==> src/rtl/occ_pkg.sv <==
package occ_pkg;
  typedef enum logic [1:0] {
    MODE_OFF   = 2'd0,
    MODE_GRANT = 2'd1,
    MODE_BUS   = 2'd2,
    MODE_RSVD  = 2'd3
  } occ_mode_e;

  localparam int NUM_CNT  = 5;
  localparam int NUM_MST  = 3;
  localparam int EV_PRI   = 0;
  localparam int EV_SEC   = 1;
  localparam int EV_CORE  = 2;
  localparam int EV_BOFF  = 3;
  localparam int EV_RETRY = 4;

  localparam logic [3:0] CMD_CFG_WR = 4'hB;

  // a retry is counted unless it answers a configuration write
  function automatic logic counts_retry(logic valid, logic [3:0] cmd);
    return valid && (cmd != CMD_CFG_WR);
  endfunction

  // which counters an event group enables
  function automatic logic [NUM_CNT-1:0] group_mask(occ_mode_e m);
    case (m)
      MODE_GRANT: return 5'b00111;
      MODE_BUS:   return 5'b11000;
      default:    return 5'b00000;
    endcase
  endfunction
endpackage

==> src/rtl/occ_event_detect.sv <==
module occ_event_detect
  import occ_pkg::*;
(
  input  logic               clk,
  input  logic               rst_n,
  input  logic               bus_valid,
  input  logic               bus_last,
  input  logic [1:0]         bus_master,
  input  logic               backoff,
  input  logic               retry_valid,
  input  logic [3:0]         retry_cmd,
  output logic [NUM_CNT-1:0] evt_raw
);
  logic prev_valid, prev_last, prev_boff;
  logic txn_first;

  always_ff @(posedge clk) begin
    if (!rst_n) begin
      prev_valid <= 1'b0;
      prev_last  <= 1'b0;
      prev_boff  <= 1'b0;
    end else begin
      prev_valid <= bus_valid;
      prev_last  <= bus_valid && bus_last;
      prev_boff  <= backoff;
    end
  end

  always_comb begin
    txn_first = bus_valid && (!prev_valid || prev_last);
    evt_raw   = '0;
    for (int m = 0; m < NUM_MST; m++)
      evt_raw[m] = txn_first && (bus_master == 2'(m + 1));
    evt_raw[EV_BOFF]  = backoff && !prev_boff;
    evt_raw[EV_RETRY] = counts_retry(retry_valid, retry_cmd);
  end
endmodule

==> src/rtl/occ_sat_counter.sv <==
module occ_sat_counter #(
  parameter int W = 32
) (
  input  logic         clk,
  input  logic         rst_n,
  input  logic         clr,
  input  logic         inc,
  output logic [W-1:0] cnt
);
  function automatic logic [W-1:0] sat_next(logic [W-1:0] v);
    return (v == '1) ? v : v + W'(1);
  endfunction

  always_ff @(posedge clk) begin
    if (!rst_n)   cnt <= '0;
    else if (clr) cnt <= '0;
    else if (inc) cnt <= sat_next(cnt);
  end
endmodule

==> src/rtl/occ_bus_event_counter.sv <==
module occ_bus_event_counter
  import occ_pkg::*;
#(
  parameter int CNT_W  = 32,
  parameter int DATA_W = 32,
  parameter int ADDR_W = 3
) (
  input  logic              clk,
  input  logic              rst_n,
  input  logic              bus_valid,
  input  logic              bus_last,
  input  logic [1:0]        bus_master,
  input  logic              backoff,
  input  logic              retry_valid,
  input  logic [3:0]        retry_cmd,
  input  logic              reg_wr,
  input  logic [ADDR_W-1:0] reg_waddr,
  input  logic [1:0]        reg_wdata,
  input  logic [ADDR_W-1:0] reg_raddr,
  output logic [DATA_W-1:0] reg_rdata
);
  localparam logic [ADDR_W-1:0] MODE_ADDR = '0;

  occ_mode_e                      mode_q;
  logic                           mode_wr, mode_chg;
  logic [NUM_CNT-1:0]             evt_raw, evt_en, clr_vec;
  logic [NUM_CNT-1:0][CNT_W-1:0]  cnt_q;

  assign mode_wr  = reg_wr && (reg_waddr == MODE_ADDR);
  assign mode_chg = mode_wr && (occ_mode_e'(reg_wdata) != mode_q);

  always_ff @(posedge clk) begin
    if (!rst_n)       mode_q <= MODE_OFF;
    else if (mode_wr) mode_q <= occ_mode_e'(reg_wdata);
  end

  occ_event_detect u_detect (
    .clk(clk), .rst_n(rst_n),
    .bus_valid(bus_valid), .bus_last(bus_last), .bus_master(bus_master),
    .backoff(backoff), .retry_valid(retry_valid), .retry_cmd(retry_cmd),
    .evt_raw(evt_raw)
  );

  assign evt_en = evt_raw & group_mask(mode_q);

  for (genvar i = 0; i < NUM_CNT; i++) begin : g_cnt
    assign clr_vec[i] = mode_chg ||
                        (reg_wr && (reg_waddr == ADDR_W'(i + 1)));
    occ_sat_counter #(.W(CNT_W)) u_cnt (
      .clk(clk), .rst_n(rst_n),
      .clr(clr_vec[i]), .inc(evt_en[i]), .cnt(cnt_q[i])
    );
  end

  always_comb begin
    reg_rdata = '0;
    if (reg_raddr == MODE_ADDR) reg_rdata = DATA_W'(mode_q);
    for (int i = 0; i < NUM_CNT; i++)
      if (reg_raddr == ADDR_W'(i + 1)) reg_rdata = DATA_W'(cnt_q[i]);
  end
endmodule

==> config.mk <==
export PLATFORM = sky130hd
export DESIGN_NAME = occ_bus_event_counter
export DESIGN_NICKNAME = d
export VERILOG_FILES = /design/src/rtl/occ_pkg.sv /design/src/rtl/occ_event_detect.sv /design/src/rtl/occ_sat_counter.sv /design/src/rtl/occ_bus_event_counter.sv
export SDC_FILE = /design/constraint.sdc
export NUM_CORES = 1
export LEC_CHECK = 0
export BUFFER_PORTS_ARGS = -buffer_cell sky130_fd_sc_hd__buf_2
export CAP_MARGIN = 20
export CORE_MARGIN = 2
export CORE_UTILIZATION = 47
export CTS_CLUSTER_SIZE = 20
export DETAILED_ROUTE_END_ITERATION = 6
export GPL_TIMING_DRIVEN = 0
export PLACE_DENSITY = 0.63
export SETUP_SLACK_MARGIN = 0.05
export SKIP_CTS_REPAIR_TIMING = 1
export SYNTH_ARGS = -nofsm -noshare
export SYNTH_HDL_FRONTEND = slang
export SYNTH_SLANG_ARGS = --single-unit
==> constraint.sdc <==
create_clock -name clk -period 3 [get_ports clk]
set_input_delay 0 -clock clk [delete_from_list [all_inputs] [get_ports clk]]
set_output_delay 0 -clock clk [all_outputs]
set_load 0.05 [all_outputs]
==> results of run 1 <==
path summary, 6_finish.rpt:
kind,from,endpoint,slack [ns]
worst max-delay path,g_cnt[4].u_cnt.cnt[0],g_cnt[4].u_cnt.cnt[1],0.29
worst min-delay path,reg_waddr[0],mode_q[1],0.02
worst max register to register,g_cnt[4].u_cnt.cnt[0],g_cnt[4].u_cnt.cnt[1],0.29
worst min register to register,g_cnt[4].u_cnt.cnt[29],g_cnt[4].u_cnt.cnt[29],0.51
flip-flops by register name (all words and copies together), names as in the netlist:
register	count
u_detect.prev_last	1
u_detect.prev_boff	1
u_detect.prev_valid	1
mode_q	2
g_cnt.u_cnt.cnt	160
layout by cell type, fill, tap and decap left out, drive strengths merged, types with 51 or more instances in the layout:
cell,instances
clkbuf,56
or4,52
or3,81
a21oi,110
o21ai,76
nand4,51
nand2,93
buf,78
nand3,64
dfxtp,165
worst max-delay path: stages, from the launching register on:
cell	delay, ns
dfxtp_1	0.42
ha_1	0.23
nand4_1	0.23
or4_1	0.58
o31ai_4	0.41
buf_2	0.30
buf_6	0.19
mux2i_1	0.19
nor2_1	0.05
logic make-up (layout without fill, tap and decap cells):
| logic type | after synthesis | in the layout | synth area share |
|---|---|---|---|
| buf+inv | 89 | 180 | 0.0394 |
| fa+ha+maj | 5 | 5 | 0.00637 |
| simple gates | 521 | 521 | 0.312 |
| flops | 165 | 165 | 0.336 |
| compound gates | 344 | 344 | 0.215 |
| mux | 70 | 70 | 0.0748 |
| xor+xnor | 18 | 18 | 0.0161 |
power groups by stage:
| stage | logic (mW) | registers, mW | clock network, mW |
|---|---|---|---|
| after CTS | 0.213 | 2.19 | 2.29 |
| after detailed placement | 0.213 | 2.24 | 0 |
| after global placement | 0.209 | 2.24 | 0 |
| after floorplan | 0.134 | 2.24 | 0 |
| final | 0.224 | 2.19 | 2.27 |
| after global routing | 0.242 | 2.19 | 2.39 |
layout make-up:
class	instances	share of cell area
Multi-Input combinational cell	958	0.553
Sequential cell	165	0.298
Clock inverter	15	0.0152
Inverter	23	0.00778
Timing Repair Buffer	59	0.0302
Buffer	66	0.0271
Tap cell	270	0.0304
Clock buffer	17	0.0383
routing by layer:
metal  share of wire  global-route usage  wire length [microns]  vias up
li1                -                   -                      -     4897
met1            0.45               0.380                  14000     4800
met2            0.48               0.477                  15000      320
met3           0.053              0.0479                   1650       50
met4           0.022              0.0852                    688        0
met5               0                   0                      0        -
stage by stage:
stage	instances	hold WS, ns	power (mW)	area (sq um)	setup slack [ns]
global route	1573	0.0616	4.82	11100	0.112
CTS	1564	-0.214	4.70	11000	0.277
detailed placement	1532	0.241	2.46	10400	0.311
floorplan	1212	0.122	2.38	9820	0.788
finish	1573	0.0231	4.69	11100	0.293
global placement	1531	0.243	2.45	10400	0.282
==> impl_metrics.toml, run 1 <==
[sta]
hold_viol = 0
rsz0062_at_grt = "false"
setup_viol = 0
clock_skew_ns = 0.0131
relSlewSlack = 0.375
worst_pin_slew_ns = 0.932
setup_tns_ns = 0
slew_violations = 0
post-route-period-util = 0.902
fin_crit_ns = 2.71
timing.fmax_ghz = 0.369

[pwr]
p_switching_mw = 1.18
swShare = 0.252
p_int_mw = 3.51
p_clk_frac = 0.485
vdd.ir_drop.worst_uv = 329
comb_power_share = 0.048
power_density_nw_per_um2 = 423
pwr-share-seq = 0.468
p_leak_nw = 3.46

[worst_setup_path]
required_ns = 3.32
critPathArrivalTime_ns = 3.03
cp-start-kind = "flop"
cp-end-kind = "flop"
path_class = "reg -> reg"
worstPathMaxFanout = 10
reg2reg_depth = 8

[route]
drc = 0
dr_total_vias = 10100
drt_first_pass_iters = 6
wl_per_cell_microns = 19.9
drtAntennaViolNets = 0
drtIter0Drc = 879
avgViaCountPerCell = 6.40
routed_wl_microns = 31400

[synthesis]
yosysUniqueCellTypes = 64
netlist_area_sq_um = 9820
yosysMostFrequentCell = "dfxtp_1"
synth_top_area_frac = 0.336
avgSynthCellArea_sq_um = 8.10
synthCells = 1212
async_reset_ff_frac = 0
synth_area_leaders = "dfxtp_1 34%, a21oi_1 5.6%, or3_1 5.0%, mux2i_1 4.4%, or4_1 3.9%"
ys.warnings.count = 0
ys_ff_latch = 165
synth_seq_area_share = 0.336
synthTopCellsByCount = "165 x dfxtp_1, 110 x a21oi_1, 93 x nand2_1, 79 x or3_1, 76 x o21ai_0"
yosys.area.top_type = "dfxtp_1"
synth_edf_count = 0
synthFlopType = "dfxtp_1"
syn_nets = 1238

[layout]
nets = 1316
fill_cells = 1984
multiInputGateArea_sq_um = 6140
drive_gt1_frac = 0.117
postLayoutCoreUtil = 0.545
area_growth_pct = 13.0
n_antenna_cell = 0
seq_area_sq_um = 3300

[floorplan]
pin_count = 53
num_rows = 52
die_w_microns = 149
coreArea_sq_um = 20400
die_h_microns = 149
start_util = 0.482
die_area_sq_um = 22100

[outcome]
status = "completed"

[min_path]
hold_class = "in -> reg"
hold-path-cell-count = 4

[global_route]
overflow = 0
grt_pass1_wl_microns = 49700
grt_usage = 0.286
grt_pass1_vias = 9110
antenna_found_initial = 0
grt_max_degree = 17

[place]
port_buffers = 49
dp_hpwl_microns = 23700
place_congestion = 0.897

[clock_network]
cts_root_buf = "clkbuf_16"
path_clk_slew_ns = 0.07
clock_path_buffers = 2
cts_inserted_buffers = 17
cts.sinks = 165
clock_latency_ns = 0.44
cts_tree = "yes"
htreeDepth = 4

[run]
cap_violations = 0
Power figures use the tool's default switching activity.
==> run 2: changes to the inputs <==
--- a/config.mk
+++ b/config.mk
@@ -9,12 +9,14 @@
 export CAP_MARGIN = 20
 export CORE_MARGIN = 2
 export CORE_UTILIZATION = 47
+export CTS_BUF_LIST = sky130_fd_sc_hd__clkbuf_4
 export CTS_CLUSTER_SIZE = 20
 export DETAILED_ROUTE_END_ITERATION = 6
 export GPL_TIMING_DRIVEN = 0
 export PLACE_DENSITY = 0.63
 export SETUP_SLACK_MARGIN = 0.05
 export SKIP_CTS_REPAIR_TIMING = 1
+export SLEW_MARGIN = 20
 export SYNTH_ARGS = -nofsm -noshare
 export SYNTH_HDL_FRONTEND = slang
 export SYNTH_SLANG_ARGS = --single-unit
==> run 2 against run 1 <==
Non-clock buffer count increased by 3. Routed wire length about the same. Sequential share of layout area increased by 0.68 points. Core utilization decreased by 1.2 points. Clock power decreased by 37%. Critical path type unchanged. Critical endpoint is now g_cnt[3].u_cnt.cnt[18]. Largest cell class unchanged. Largest power group is now sequential cells. Highest routed layer unchanged.
==> impl_metrics.toml, run 2 (synthesized netlist as in run 1, its figures left out) <==
[floorplan]
die_w_microns = 149
start_util = 0.482
num_rows = 52
coreArea_sq_um = 20400
pin_count = 53
die_area_sq_um = 22100
die_h_microns = 149

[worst_setup_path]
path_class = "reg -> reg"
cp-start-kind = "flop"
cp-end-kind = "flop"
required_ns = 3.52
critPathArrivalTime_ns = 3.31
worstPathMaxFanout = 10

[clock_network]
cts.sinks = 165
htreeDepth = 4
path_clk_slew_ns = 0.16
clock_latency_ns = 0.58
cts_root_buf = "clkbuf_4"
cts_inserted_buffers = 17
clock_path_buffers = 2
cts_tree = "yes"

[sta]
setup_viol = 0
worst_pin_slew_ns = 0.921
slew_violations = 0
fin_crit_ns = 2.79
clock_skew_ns = 0.0163
hold_viol = 0
setup_tns_ns = 0
timing.fmax_ghz = 0.359
post-route-period-util = 0.929
rsz0062_at_grt = "false"
relSlewSlack = 0.381
whs_ns = 0.0197
worst_slack_ns = 0.212

[global_route]
grt_pass1_vias = 9080
overflow = 0
grt_max_degree = 17
antenna_found_initial = 1
grt_pass1_wl_microns = 49400
grt_usage = 0.284

[route]
drt_first_pass_iters = 5
drc = 0
dr_total_vias = 10000
avgViaCountPerCell = 6.37
drtAntennaViolNets = 0
drtIter0Drc = 778
routed_wl_microns = 31400
wl_per_cell_microns = 19.9

[outcome]
status = "completed"

[layout]
area_growth_pct = 10.5
final_common_cell = "dfxtp_1"
final_cell_mix = "165 x dfxtp_1, 110 x a21oi_1, 93 x nand2_1"
reg_top3 = "g_cnt.u_cnt.cnt (160), mode_q (2)"
largest_reg_flops = 160
postLayoutCoreUtil = 0.533
nets = 1319
fin_area_sq_um = 10900
largest-register = "g_cnt.u_cnt.cnt"
drive_gt1_frac = 0.117
stdcell_count = 1577
fill_cells = 1961

[pwr]
p_leak_nw = 3.34
finalPower_mw = 3.86
power_density_nw_per_um2 = 356
vdd.ir_drop.worst_uv = 202

[place]
dpl.cell_count = 1532
place_congestion = 0.897
placed_area_sq_um = 10400
post-place-ws_ns = 0.320
dp_hpwl_microns = 23700
port_buffers = 49

[run]
cap_violations = 0

[min_path]
hold_class = "in -> reg"
## run 2: worst paths after layout
kind                       endpoint             startpoint  slack, ns  cells past startpoint
max reg2reg  g_cnt[3].u_cnt.cnt[18]              mode_q[1]       0.21                      6
max          g_cnt[3].u_cnt.cnt[18]              mode_q[1]       0.21                      6
min           g_cnt[2].u_cnt.cnt[2]           reg_waddr[0]       0.02                      4
min reg2reg   g_cnt[1].u_cnt.cnt[8]  g_cnt[1].u_cnt.cnt[8]       0.52                      2
## run 2: routing by layer
metal / wire length [microns] / up-vias / track usage
met5: 0 / - / 0
met4: 604 / 0 / 0.0676
met3: 1400 / 42 / 0.0439
met2: 15200 / 306 / 0.477
met1: 14100 / 4794 / 0.386
li1: - / 4896 / -
## run 2: power breakdown
part	internal (mW)	leakage [nW]	switching (mW)
sequential	2.20	1.33	0.00218
combinational	0.0719	1.85	0.155
clock	0.518	0.157	0.918
total	2.79	3.34	1.08
## run 2: layout make-up
type,count,area (sq um),area share
Clock inverter,15,173,0.0159
Timing Repair Buffer,62,373,0.0344
Sequential cell,165,3300,0.304
Clock buffer,17,128,0.0118
Tap cell,270,338,0.0311
Buffer,66,300,0.0277
Multi-Input combinational cell,958,6150,0.567
Antenna cell,1,2.50,0.000231
Inverter,23,86.3,0.00796
## run 2: worst max-delay path: stages (launching register included)
cell,delay [ns]
dfxtp_1,0.36
buf_2,0.25
nand4bb_1,0.36
nor3_1,0.78
o211ai_1,0.41
or3_1,0.44
a21oi_1,0.14
